File: src/rtl/tt_pkg.sv
package tt_pkg;
  localparam int TT_BYTE_W = 8;

  typedef enum logic {
    TT_MODE_TIMER = 1'b0,
    TT_MODE_EVENT = 1'b1
  } tt_mode_e;
endpackage

File: src/rtl/tt_edge_sync.sv
module tt_edge_sync #(
  parameter int STAGES = 2
) (
  input  logic clk,
  input  logic rst,
  input  logic pin,
  output logic fall
);
  logic [STAGES:0] sh;

  always_ff @(posedge clk) begin
    if (rst) sh[0] <= 1'b1;
    else     sh[0] <= pin;
  end

  for (genvar i = 1; i <= STAGES; i++) begin : g_stage
    always_ff @(posedge clk) begin
      if (rst) sh[i] <= 1'b1;
      else     sh[i] <= sh[i-1];
    end
  end

  // previous synchronised sample high, current one low
  assign fall = sh[STAGES] & ~sh[STAGES-1];
endmodule

File: src/rtl/tt_prescale.sv
module tt_prescale #(
  parameter int SEL_W = 2
) (
  input  logic             clk,
  input  logic             rst,
  input  logic             en,
  input  logic [SEL_W-1:0] sel,
  output logic             tick
);
  localparam int PC_W = (1 << SEL_W) - 1;

  logic [PC_W-1:0] pc;
  logic [PC_W:0]   div_w;
  logic [PC_W:0]   lim_w;
  logic [PC_W-1:0] lim;
  logic            at_lim;

  always_comb begin
    div_w  = (PC_W+1)'(1) << sel;
    lim_w  = div_w - (PC_W+1)'(1);
    lim    = lim_w[PC_W-1:0];
    at_lim = (pc >= lim);
  end

  assign tick = en & at_lim;

  always_ff @(posedge clk) begin
    if (rst || !en)  pc <= '0;
    else if (at_lim) pc <= '0;
    else             pc <= pc + PC_W'(1);
  end
endmodule

File: src/rtl/tt_count16.sv
module tt_count16 #(
  parameter int W = 16
) (
  input  logic         clk,
  input  logic         rst,
  input  logic         step,
  input  logic         down,
  input  logic [W-1:0] rld,
  input  logic         clr_flag,
  output logic [W-1:0] cnt,
  output logic         flag
);
  logic up_wrap;
  logic dn_wrap;

  assign up_wrap = step & ~down & (cnt == {W{1'b1}});
  assign dn_wrap = step &  down & (cnt == rld);

  always_ff @(posedge clk) begin
    if (rst) begin
      cnt <= '0;
    end else if (up_wrap) begin
      cnt <= rld;
    end else if (dn_wrap) begin
      cnt <= {W{1'b1}};
    end else if (step) begin
      cnt <= down ? cnt - W'(1) : cnt + W'(1);
    end
  end

  always_ff @(posedge clk) begin
    if (rst)                      flag <= 1'b0;
    else if (up_wrap || dn_wrap)  flag <= 1'b1;
    else if (clr_flag)            flag <= 1'b0;
  end
endmodule

File: src/rtl/tick_timer16.sv
module tick_timer16 #(
  parameter int CNT_W       = 16,
  parameter int PS_W        = 2,
  parameter int SYNC_STAGES = 2,
  localparam int BW         = tt_pkg::TT_BYTE_W,
  localparam int NB         = CNT_W / BW
) (
  input  logic             clk,
  input  logic             rst,
  input  logic             run,
  input  logic             ext_sel,
  input  logic [PS_W-1:0]  psel,
  input  logic             count_down,
  input  logic [NB-1:0]    rld_we,
  input  logic [BW-1:0]    rld_wdata,
  input  logic             ext_pin,
  input  logic             flag_clr,
  output logic [CNT_W-1:0] count_q,
  output logic             wrap_flag
);
  import tt_pkg::*;

  logic [CNT_W-1:0] rld_q;
  logic             pin_fall;
  logic             ps_tick;
  logic             step;
  tt_mode_e         mode;

  assign mode = tt_mode_e'(ext_sel);

  for (genvar b = 0; b < NB; b++) begin : g_rld
    always_ff @(posedge clk) begin
      if (rst)            rld_q[b*BW +: BW] <= '0;
      else if (rld_we[b]) rld_q[b*BW +: BW] <= rld_wdata;
    end
  end

  tt_edge_sync #(.STAGES(SYNC_STAGES)) u_sync (
    .clk  (clk),
    .rst  (rst),
    .pin  (ext_pin),
    .fall (pin_fall)
  );

  tt_prescale #(.SEL_W(PS_W)) u_ps (
    .clk  (clk),
    .rst  (rst),
    .en   (run && (mode == TT_MODE_TIMER)),
    .sel  (psel),
    .tick (ps_tick)
  );

  assign step = (mode == TT_MODE_EVENT) ? (run & pin_fall) : ps_tick;

  tt_count16 #(.W(CNT_W)) u_cnt (
    .clk      (clk),
    .rst      (rst),
    .step     (step),
    .down     (count_down),
    .rld      (rld_q),
    .clr_flag (flag_clr),
    .cnt      (count_q),
    .flag     (wrap_flag)
  );
endmodule

File: config.mk
export PLATFORM = sky130hd
export DESIGN_NAME = tick_timer16
export DESIGN_NICKNAME = d
export VERILOG_FILES = /design/src/rtl/tt_pkg.sv /design/src/rtl/tt_edge_sync.sv /design/src/rtl/tt_prescale.sv /design/src/rtl/tt_count16.sv /design/src/rtl/tick_timer16.sv
export SDC_FILE = /design/constraint.sdc
export NUM_CORES = 1
export LEC_CHECK = 0
export CAP_MARGIN = 30
export CORE_ASPECT_RATIO = 1.5
export CORE_UTILIZATION = 55
export DETAILED_ROUTE_END_ITERATION = 10
export DONT_BUFFER_PORTS = 1
export PLACE_DENSITY_LB_ADDON = 0.15
export SLEW_MARGIN = 20
export SYNTH_ARGS = -nofsm -noshare
export SYNTH_HDL_FRONTEND = slang
export SYNTH_HIERARCHICAL = 1
export SYNTH_SLANG_ARGS = --single-unit
File: constraint.sdc
create_clock -name clk -period 4.7 [get_ports clk]
set_clock_uncertainty 0.1 [all_clocks]
set_input_delay 0.94 -clock clk [delete_from_list [all_inputs] [get_ports clk]]
set_output_delay 0.94 -clock clk [all_outputs]
set_load 0.005 [all_outputs]
Yosys cells after proc, flatten, opt, wreduce, memory -nomap -nowiden --
Cells that the tools add are included.
Word-level totals: output and inout bits 17, memories kept 0, latch bits 0, register bits 39, bits in read-only memories 0, RAM bits 0, logic and storage cells 40
Cells by class: add/subtract/negate cells 4, equality and inequality tests 2, reductions and logical operators 7, shift operators 1, multipliers 0, $lt $le $gt $ge 1, bitwise gates (word level) 10, multiplexer cells 7, div/mod/pow operators 0
Operators by type and width (number):
- 16-bit two-way mux | 4
- 16-bit by 1-bit adder with 16-bit output, second input constant | 1
- 16-bit == test | 1
- 16-bit == test, second input constant | 1
- 16-bit by 1-bit subtractor with 16-bit output, second input constant | 1
- 1-bit AND | 7
- 3-bit by 1-bit adder with 3-bit output, second input constant | 1
- 3-bit >= comparator | 1
- 1-bit two-way mux | 3
- 1-bit NOT | 3
- 3-bit nonzero test | 1
- 1-bit by 2-bit << shifter with 3-bit output, first input constant | 1
- 3-bit by 1-bit subtractor with 3-bit output, second input constant | 1
- 1-bit logical OR | 2
- 2-bit nonzero test | 1
- 2-bit OR reduction | 1
- 1-bit logical AND | 1
- 1-bit logical NOT | 1

Depth between registers and ports, before layout --
Gate-level depths: netlist of the first run.
depth after elaboration 9, depth in mapped cells 14

By module --
Netlist of the first run, hierarchy kept.
Modules (own cells, without submodules):
- tt_count16 | cells each 225, sequential area each 340.3 um2, instances 1, area an instance 1736.7 um2
- tick_timer16 | cells each 56, sequential area each 320.3 um2, instances 1, area an instance 599.3 um2
- tt_prescale | cells each 21, sequential area each 60.1 um2, instances 1, area an instance 220.2 um2
- tt_edge_sync | cells each 7, sequential area each 60.1 um2, instances 1, area an instance 85.1 um2

Least setup slack after synthesis of the first run --
OpenSTA, ideal clock, no wires.
path kind input to register, from input psel[1], to register u_cnt.cnt[8], required time 4.508 ns, setup slack 1.293 ns, stages on the path 14, buffers on the path 1, arrival time 3.215 ns, cells stage by stage or2_2 > ha_1 > nor2b_4 > o21ai_2 > and2_2 > inv_1 > o21ai_0 > clkbuf_1 > nand3_1 > nor2_1 > a31oi_1 > nand2_1 > nor2_1 > nor4_1
Between the ends: cells in the longest elaborated chain, start to end 9, elaborated cells on any way between the ends 12, classes of those cells 1 x add/sub; 1 x order compare; 1 x shift; 3 x mux; 5 x bitwise; 1 x reduce/logical
RTL lines:
- start, declared | RTL line tick_timer16.sv:12 | input logic [PS_W-1:0] psel,
- 1-bit by 2-bit << shifter with 3-bit output * | RTL line tt_prescale.sv:19 | div_w = (PC_W+1)'(1) << sel;
- 3-bit by 1-bit subtractor with 3-bit output * | RTL line tt_prescale.sv:20 | lim_w = div_w - (PC_W+1)'(1);
- 3-bit >= comparator * | RTL line tt_prescale.sv:22 | at_lim = (pc >= lim);
- 1-bit AND * | RTL line tt_prescale.sv:25 | assign tick = en & at_lim;
- named net ps_tick | RTL line tick_timer16.sv:25 | logic ps_tick;
- 1-bit two-way mux * | RTL line tick_timer16.sv:53 | assign step = (mode == TT_MODE_EVENT) ? (run & pin_fall) : ps_tick;
- named net step | RTL line tick_timer16.sv:26 | logic step;
- 1-bit AND (2 in a row) | RTL line tt_count16.sv:17 | assign dn_wrap = step & down & (cnt == rld);
- 16-bit two-way mux | RTL line tt_count16.sv:24 | end else if (dn_wrap) begin
- 16-bit two-way mux | RTL line tt_count16.sv:22 | end else if (up_wrap) begin
- end signal, assigned | RTL line tt_count16.sv:23 | cnt <= rld;
- end signal, assigned | RTL line tt_count16.sv:25 | cnt <= {W{1'b1}};
- end signal, assigned | RTL line tt_count16.sv:27 | cnt <= down ? cnt - W'(1) : cnt + W'(1);
- end, declared | RTL line tt_count16.sv:10 | output logic [W-1:0] cnt,
Mark *: on every way through the listed nets, which the timed path passes. The rest lies on a longest branch. A chain may end at the register's enable or synchronous reset.

Worst setup path after layout of the first run --
from input psel[1], to register u_cnt.cnt[11]
Same word-level chain as after synthesis.

==> impl_metrics.tcl, run 1 <==
set metrics [dict create \
    number_of_buffers_inserted_by_post_cts_setup_repair 0 \
    fp-row-count 30 \
    grt_pass1_vias 2122 \
    power.static_leakage_nw 1.15 \
    detailedRoute.firstPassIterationCount 4 \
    detailedPlacementHpwl_um 4930 \
    full_die_area_um2 5090 \
    bufs_on_longest_clock_path 2 \
    post-route-drc-count 0 \
    finish.utilization_pct 60.0 \
    slew-limit-headroom_pct 68.8 \
    syn_to_final_growth_pct 3.98 \
    outcome "completed" \
    setup-tns-final_ns 0 \
    layout.cells.most_common "dfxtp_1" \
    netlist_area_um2 2640 \
    crit_path_cell_trace "or2_2, ha_1, nor2b_4, o21ai_2, and2_2, inv_1, o21ai_1, buf_4, and4_1, and4_1, a31oi_1, nand2_1, a211oi_1, a21oi_1" \
    timing.max_cap.violations 0 \
    grt_pass1_wl_um 10200 \
    regToRegSetupSlack_ns 1.74 \
    final_antenna_net_count 0 \
    antenna_found_initial 0 \
    synth.yosys.warnings 6 \
    setup_slack_after_placement_ns 0.995 \
    chipWidth_um 58.6 \
    crit_path_top_delay_cell "a31oi_1" \
    grt_residual_overflow 0 \
    ys_seq_area_share_pct 29.6 \
    worst_hold_path_type "register to register" \
    timing_hold_violations_final 0 \
    layout_setup_ws_ns 1.26 \
    period_share_pct 73.3 \
    cts.clk_slew.worst_paths_ns 0.08 \
    drt-initial-drc-count 148 \
    synth-edff-count 0 \
    synth.distinct_cells 53 \
    crit_type "input port to register" \
    drive_gt1_share_pct 7.79 \
    timing.critical_path.to_type "register" \
    worst_pin_slew_ns 0.466 \
    initial_core_util_pct 57.7 \
    clkLatencyLatePin_ns 0.30 \
    critical_path.most_common_cell "and4_1" \
    asyncSetResetFlopFracSynth_pct 0 \
    cp_max_fo 21 \
    powerDensity_nw_per_um2 257 \
    postSynthCellCount 309 \
    rd_place_congestion 0.893 \
    die_height_um 86.9 \
    clock_sinks 39 \
    cts.root.buffer_cell "clkbuf_8" \
    fp.coreArea_um2 4580 \
    design.final.nets 345 \
    wl_per_cell_um 17.6 \
    finalWorstPathRequiredPeriod_ns 3.44 \
    critical_path_arrival_ns 3.53 \
    post_cts_resized 0 \
    setup_violations 0 \
    cts-hold-fix-buffers 0 \
    viasPerCell 6.19 \
    non_filler_cells_final 372 \
    portBuffers 0 \
    most_frequent_cells_in_the_layout "dfxtp_1 (39), nor2_1 (38), nand2_1 (22), a21oi_1 (21), xnor2_1 (19)" \
    grt_setup_unrepaired "false" \
    timing_max_transition_violations_final 0 \
    nets_in_the_synthesized_netlist 347 \
    required_ns 4.79 \
    grt_util_overall_pct 26.4 \
    max_stage_delay_ns 0.38 \
    ys_seq_elements 39 \
    h-tree-depth 2 \
    start_kind "input port" \
    io-pin-count 36 \
    number_of_clock_buffers_inserted_by_tritoncts 5 \
    synth_area_per_cell_um2 8.55 \
    grt_start_max_net_pins 37 \
    dp.cells 364 \
    finalWirelength_um 6540 \
    synth-main-ff-cell "dfxtp_1" \
    worst_ir_drop_vdd_uv 217 \
    num_vias 2304 \
    n_antenna_cell 0 \
    cts_tree "done" \
    max_freq_mhz 290 \
]
-- routing by layer --
| layer | GRT usage (%) | vias to the layer above | routed length (um) |
|---|---|---|---|
| li1 | - | 1132 | - |
| met1 | 31.6 | 1096 | 2710 |
| met2 | 46.4 | 65 | 3380 |
| met3 | 5.94 | 11 | 343 |
| met4 | 7.79 | 0 | 105 |
| met5 | 0 | - | 0 |
-- report_power, final --
group | switching (mW) | internal (mW) | total (mW)
logic | 0.0629 | 0.0556 | 0.119
registers | 0.0205 | 0.344 | 0.365
clock network | 0.119 | 0.104 | 0.223
-- final timing paths --
check,from,end,depth (start not counted)
worst max register to register,u_ps/pc[0],u_cnt/cnt[11],14
worst min register to register,u_sync/sh[0],u_sync/sh[1],1
worst max-delay path,psel[1],u_cnt/cnt[11],14
worst min-delay path,u_sync/sh[0],u_sync/sh[1],1
-- cell usage after synthesis, types with 3 or more instances --
library cell	instances	area, um^2
dfxtp_1	39	781
nor2_1	38	143
nand2_1	22	82.6
a21oi_1	21	105
xnor2_1	19	166
ha_1	18	225
mux2i_1	16	160
o221ai_1	11	96.3
nand3_1	10	50.1
o21ai_0	9	45.0
xor2_1	9	78.8
nand4_1	8	50.1
inv_1	7	26.3
a21o_1	6	45.0
a31oi_1	5	31.3
nor3_1	5	25.0
a211oi_1	4	30.0
buf_6	4	45.0
clkbuf_1	4	15.0
nor2b_1	3	18.8
o21a_1	3	22.5
or2_1	3	18.8
-- registers in the layout, summed over array words and instances (netlist names) --
signal,flops
rld_q,16
u_sync/sh,3
u_cnt/cnt,16
u_ps/pc,3
u_cnt/flag,1
-- critical path, delay by kind of cell --
family                     cells  cell delay, ns
AOI/OAI and AO/OA              5            0.82
buffers and inverters          2            0.25
and+or+nand+nor                6            1.22
adders and majority gates      1            0.31
-- metrics by stage --
step	hold slack [ns]	total power, mW	instance area [um^2]
6_report	0.313	0.706	2750
5_1_grt	0.331	0.734	2750
4_1_cts	0.319	0.706	2750
3_5_place_dp	0.301	0.489	2660
3_3_place_gp	0.287	0.487	2660
2_1_floorplan	0.285	0.471	2640
-- cells by family (layout without fill, tap and decap cells) --
| logic type | Yosys count | count (layout) | share of synthesized area (%) |
|---|---|---|---|
| muxes | 16 | 16 | 6.06 |
| adders and majority gates | 19 | 19 | 9.28 |
| xor gates and xnor gates | 28 | 28 | 9.28 |
| and+or+nand+nor | 112 | 112 | 22.0 |
| DFF | 39 | 39 | 29.6 |
| AOI/OAI and AO/OA | 76 | 76 | 19.8 |
| buffers and inverters | 19 | 18 | 3.98 |
-- layout make-up --
class,count,area (um^2)
clock buffer,6,72.6
fill,431,1830
multi-input combinational,251,1760
timing repair buffer,2,15.0
inverter,8,30.0
sequential,39,781
clock inverter,2,12.5
tap,64,80.1
Note: power is estimated with default switching activity, not from simulation.
==> run 2, diff against run 1 <==
==> constraint.sdc (replaced) <==
create_clock -name clk -period 3.1 [get_ports clk]
set_clock_uncertainty 0.1 [all_clocks]
set_input_delay 0.62 -clock clk [delete_from_list [all_inputs] [get_ports clk]]
set_output_delay 0.62 -clock clk [all_outputs]
set_load 0.005 [all_outputs]
==> impl_metrics.tcl, run 2 (synthesized netlist as in run 1, its figures left out) <==
set metrics [dict create \
    worst_ir_drop_vdd_uv 414 \
    timing_hold_violations_final 0 \
    grt_start_max_net_pins 37 \
    full_die_area_um2 5090 \
    detailedPlacementHpwl_um 5140 \
    cts-hold-fix-buffers 0 \
    hp-start "rst" \
    n_antenna_cell 0 \
    timing_max_transition_violations_final 0 \
    grt_residual_overflow 0 \
    setup_violations 0 \
    layout.cells.most_common "dfxtp_1" \
    regToRegStartpoint "u_ps/pc[0]" \
    fp-row-count 30 \
    max_stage_delay_ns 0.34 \
    worst_hold_path_type "input port to register" \
    chipWidth_um 58.6 \
    outcome "completed" \
    drt-initial-drc-count 110 \
    slew-limit-headroom_pct 72.8 \
    post_cts_resized 0 \
    start_kind "input port" \
    design.final.nets 350 \
    crit_path_top_delay_cell "a21o_1" \
    cts_tree "done" \
    top_regs "rld_q (16), u_cnt/cnt (16)" \
    io-pin-count 36 \
    critical_path.startpoint "psel[1]" \
    crit_type "input port to register" \
    clkLatencyLatePin_ns 0.29 \
    timing.max_cap.violations 0 \
    number_of_buffers_inserted_by_post_cts_setup_repair 0 \
    powerDensity_nw_per_um2 386 \
    clock_sinks 39 \
    antenna_found_initial 0 \
    critPathBufInv 2 \
    initial_core_util_pct 57.7 \
    most_frequent_cells_in_the_layout "dfxtp_1 (39), nor2_1 (38), nand2_1 (22), a21oi_1 (21), xnor2_1 (19)" \
    crit_path_cell_trace "or2_2, ha_1, nor2b_4, o21ai_2, and2_2, inv_1, o21ai_1, buf_4, nand3_1, nor4b_1, a21o_1, o221ai_1, a21oi_1" \
    finalWorstPathRequiredPeriod_ns 2.86 \
    grt_pass1_vias 2157 \
    power.static_leakage_nw 1.17 \
    fp.coreArea_um2 4580 \
    num_vias 2309 \
    bufs_on_longest_clock_path 2 \
    finalHoldWorstSlack_ns 0.292 \
    wl_per_cell_um 17.8 \
    grt_setup_unrepaired "false" \
    setup-tns-final_ns 0 \
    viasPerCell 6.12 \
    worst_pin_slew_ns 0.408 \
    portBuffers 0 \
    critical_path_arrival_ns 2.98 \
    grt_util_overall_pct 27.7 \
    cp_max_fo 8 \
    h-tree-depth 2 \
    post-route-drc-count 0 \
    grt_pass1_wl_um 10600 \
    drive_gt1_share_pct 9.58 \
    timing.critical_path.to_type "register" \
    required_ns 3.22 \
    critPathTopFamily "compound AO/OA/AOI/OAI gates" \
    number_of_clock_buffers_inserted_by_tritoncts 5 \
    cts.clk_slew.worst_paths_ns 0.07 \
    syn_to_final_growth_pct 5.54 \
    finalWirelength_um 6710 \
    final_antenna_net_count 0 \
    detailedRoute.firstPassIterationCount 4 \
    cts.root.buffer_cell "clkbuf_8" \
    period_share_pct 92.3 \
    rd_place_congestion 0.895 \
    die_height_um 86.9 \
    max_freq_mhz 350 \
]
## run 2: path summary, 6_finish.rpt
check	end	slack [ns]	cells past startpoint
hold / removal	u_ps/pc[2]	0.29	1
setup / recovery	u_cnt/cnt[1]	0.24	13
setup reg to reg	u_cnt/cnt[1]	0.41	13
hold reg to reg	u_sync/sh[1]	0.31	1
## run 2: layer usage
metal  GRT usage [%]  share of wire, %
met5               0                 0
met2            47.2                51
met4            12.3               2.8
met1            33.5                41
met3            4.90               5.3
## run 2: area by class of cell
| cell class | count | area (um^2) |
|---|---|---|
| Clock inverter | 3 | 20.0 |
| Clock buffer | 5 | 68.8 |
| Sequential cell | 39 | 781 |
| Fill cell | 459 | 1790 |
| Timing Repair Buffer | 7 | 52.6 |
| Tap cell | 64 | 80.1 |
| Multi-Input combinational cell | 251 | 1760 |
| Inverter | 8 | 30.0 |
## run 2: worst register-to-register path, delay by kind of cell (launching register included)
kind | cells | cell delay [ns]
adder cells (fa/ha/maj) | 1 | 0.31
AND/OR/NAND/NOR | 4 | 0.55
buffers and inverters | 3 | 0.28
flip-flops | 1 | 0.38
AO/OA/AOI/OAI | 5 | 0.99
## run 2: metrics by stage
stage | power (mW) | std cells | util (%) | worst slack [ns] | instance area [um^2]
after CTS | 1.08 | 377 | 60.9 | 0.313 | 2790
after global routing | 1.13 | 377 | 60.9 | 0.0539 | 2790
after detailed placement | 0.746 | 369 | 58.9 | 0.0269 | 2700
after floorplan | 0.714 | 309 | - | 0.0131 | 2640
final | 1.08 | 377 | 60.9 | 0.239 | 2790
after global placement | 0.743 | 369 | 58.9 | 0.0350 | 2700
## run 2: report_power, final
part / switching, mW / leakage (nW) / internal, mW
Combinational: 0.0979 / 0.813 / 0.0871
Sequential: 0.0298 / 0.319 / 0.522
Clock: 0.184 / 0.0402 / 0.156
==> run 3, diff against run 2 <==
--- a/config.mk
+++ b/config.mk
@@ -10,7 +10,8 @@
 export CORE_UTILIZATION = 55
 export DETAILED_ROUTE_END_ITERATION = 10
 export DONT_BUFFER_PORTS = 1
-export PLACE_DENSITY_LB_ADDON = 0.15
+export PLACE_DENSITY = 0.73
+export SETUP_SLACK_MARGIN = 0.1
 export SLEW_MARGIN = 20
 export SYNTH_ARGS = -nofsm -noshare
 export SYNTH_HDL_FRONTEND = slang
==> impl_metrics.tcl, run 3 (synthesized netlist as in run 1, its figures left out) <==
set metrics [dict create \
    grt_util_overall_pct 26.8 \
    regToRegSetupSlack_ns 0.47 \
    setup_violations 0 \
    antenna_found_initial 0 \
    top_regs "rld_q (16), u_cnt/cnt (16)" \
    power.static_leakage_nw 1.20 \
    worst_pin_slew_ns 0.346 \
    clkLatencyLatePin_ns 0.30 \
    slew-limit-headroom_pct 76.8 \
    critical_path_arrival_ns 2.94 \
    whs_endpoint "rld_q[11]" \
    fp-row-count 30 \
    layout_setup_ws_ns 0.296 \
    outcome "completed" \
    cts.root.buffer_cell "clkbuf_8" \
    regToRegStartpoint "u_ps/pc[0]" \
    drt-initial-drc-count 98 \
    fill_cells 422 \
    initial_core_util_pct 57.7 \
    max_freq_mhz 357 \
    timing.critical_path.to_type "register" \
    grt_pass1_vias 2140 \
    num_vias 2272 \
    finalWirelength_um 6530 \
    chipWidth_um 58.6 \
    design.final.nets 351 \
    fp.coreArea_um2 4580 \
    clock_sinks 39 \
    detailedPlacementHpwl_um 4990 \
    cts.clk_slew.worst_paths_ns 0.08 \
    crit_type "input port to register" \
    viasPerCell 6.01 \
    final_antenna_net_count 0 \
    grt_pass1_wl_um 10200 \
    n_antenna_cell 0 \
    timing_max_transition_violations_final 0 \
    setup_slack_after_placement_ns 0.0104 \
    layout.cells.most_common "dfxtp_1" \
    regArea_um2 781 \
    bufs_on_longest_clock_path 2 \
    number_of_buffers_inserted_by_post_cts_setup_repair 0 \
    period_share_pct 90.5 \
    hp-start "rst" \
    number_of_clock_buffers_inserted_by_tritoncts 5 \
    rd_place_congestion 0.940 \
    syn_to_final_growth_pct 6.92 \
    required_ns 3.24 \
    timing_hold_violations_final 0 \
    grt_start_max_net_pins 37 \
    min_path_cells 1 \
    cts_tree "done" \
    r2r-end "u_cnt/cnt[13]" \
    worst_hold_path_type "input port to register" \
    most_frequent_cells_in_the_layout "dfxtp_1 (39), nor2_1 (38), nand2_1 (22), a21oi_1 (21), xnor2_1 (19)" \
    drive_gt1_share_pct 10.2 \
    io-pin-count 36 \
    combined_area_of_the_multi_input_logic_cells_um2 1760 \
    timing.max_cap.violations 0 \
    r2r_cells 13 \
    wl_per_cell_um 17.3 \
    worst_ir_drop_vdd_uv 272 \
    powerDensity_nw_per_um2 410 \
    final_cell_area_um2 2820 \
    place_area_um2 2700 \
    detailedRoute.firstPassIterationCount 5 \
    grt_residual_overflow 0 \
    die_height_um 86.9 \
    cp_max_fo 10 \
    post-route-drc-count 0 \
    start_kind "input port" \
    full_die_area_um2 5090 \
    grt_setup_unrepaired "false" \
    finalWorstPathRequiredPeriod_ns 2.80 \
    portBuffers 0 \
    h-tree-depth 2 \
    setup-tns-final_ns 0 \
]
-- run 3: metal layers --
metal,GRT usage (%),part of all wire [%],up-vias
met4,11.3,3.1,0
li1,-,-,1140
met5,0,0,-
met3,6.54,6.1,20
met2,46.0,51,82
met1,31.3,40,1030
-- run 3: critical path, stage by stage --
cell and delay (ns):
or2_2 0.28, ha_1 0.32, nor2b_4 0.05, o21ai_2 0.13, and2_2 0.15, inv_1 0.04, o21ai_2 0.20, buf_6 0.18
nand3_1 0.08, nor4b_1 0.26, a21o_1 0.27, buf_4 0.16, o221ai_1 0.12, nand2_1 0.08
-- run 3: stage by stage --
step	utilization, %	hold WS [ns]	power (mW)	instances
finish	61.7	0.285	1.16	378
global route	61.7	0.266	1.21	378
CTS	61.4	0.276	1.16	377
detailed placement	58.9	0.297	0.743	369
global placement	58.9	0.287	0.742	369
floorplan	-	0.285	0.715	309
-- run 3: final cells by class --
type                       instances  area share (%)
clock buffer                       5            2.44
inverter                           8            1.06
timing repair buffer               8            2.17
sequential                        39            27.6
clock inverter                     3            1.55
tap                               64            2.84
multi-input combinational        251            62.3
-- run 3: worst max-delay path by stage --
| stage | from | end | slack (ns) | cells after the start |
|---|---|---|---|---|
| floorplan | psel[1] | u_cnt/cnt[13] | 0.12 | 12 |
| detailed placement | psel[1] | u_cnt/cnt[9] | 0.01 | 14 |
| global route | psel[1] | u_cnt/cnt[14] | 0.12 | 14 |
| global placement | psel[1] | u_cnt/cnt[14] | 0.09 | 14 |
| CTS | psel[1] | u_cnt/cnt[9] | 0.28 | 14 |
| finish | psel[1] | u_cnt/cnt[9] | 0.30 | 14 |
-- run 3: where the power goes --
part | internal, mW | total (mW) | switching [mW]
logic | 0.0875 | 0.184 | 0.0969
registers | 0.522 | 0.552 | 0.0299
clock network | 0.239 | 0.422 | 0.183
-- run 3: what timing repair did --
action / CTS / global route
resized for setup: 0 / 2
hold buffers: 0 / 0
endpoints found under the setup margin: 0 / 4
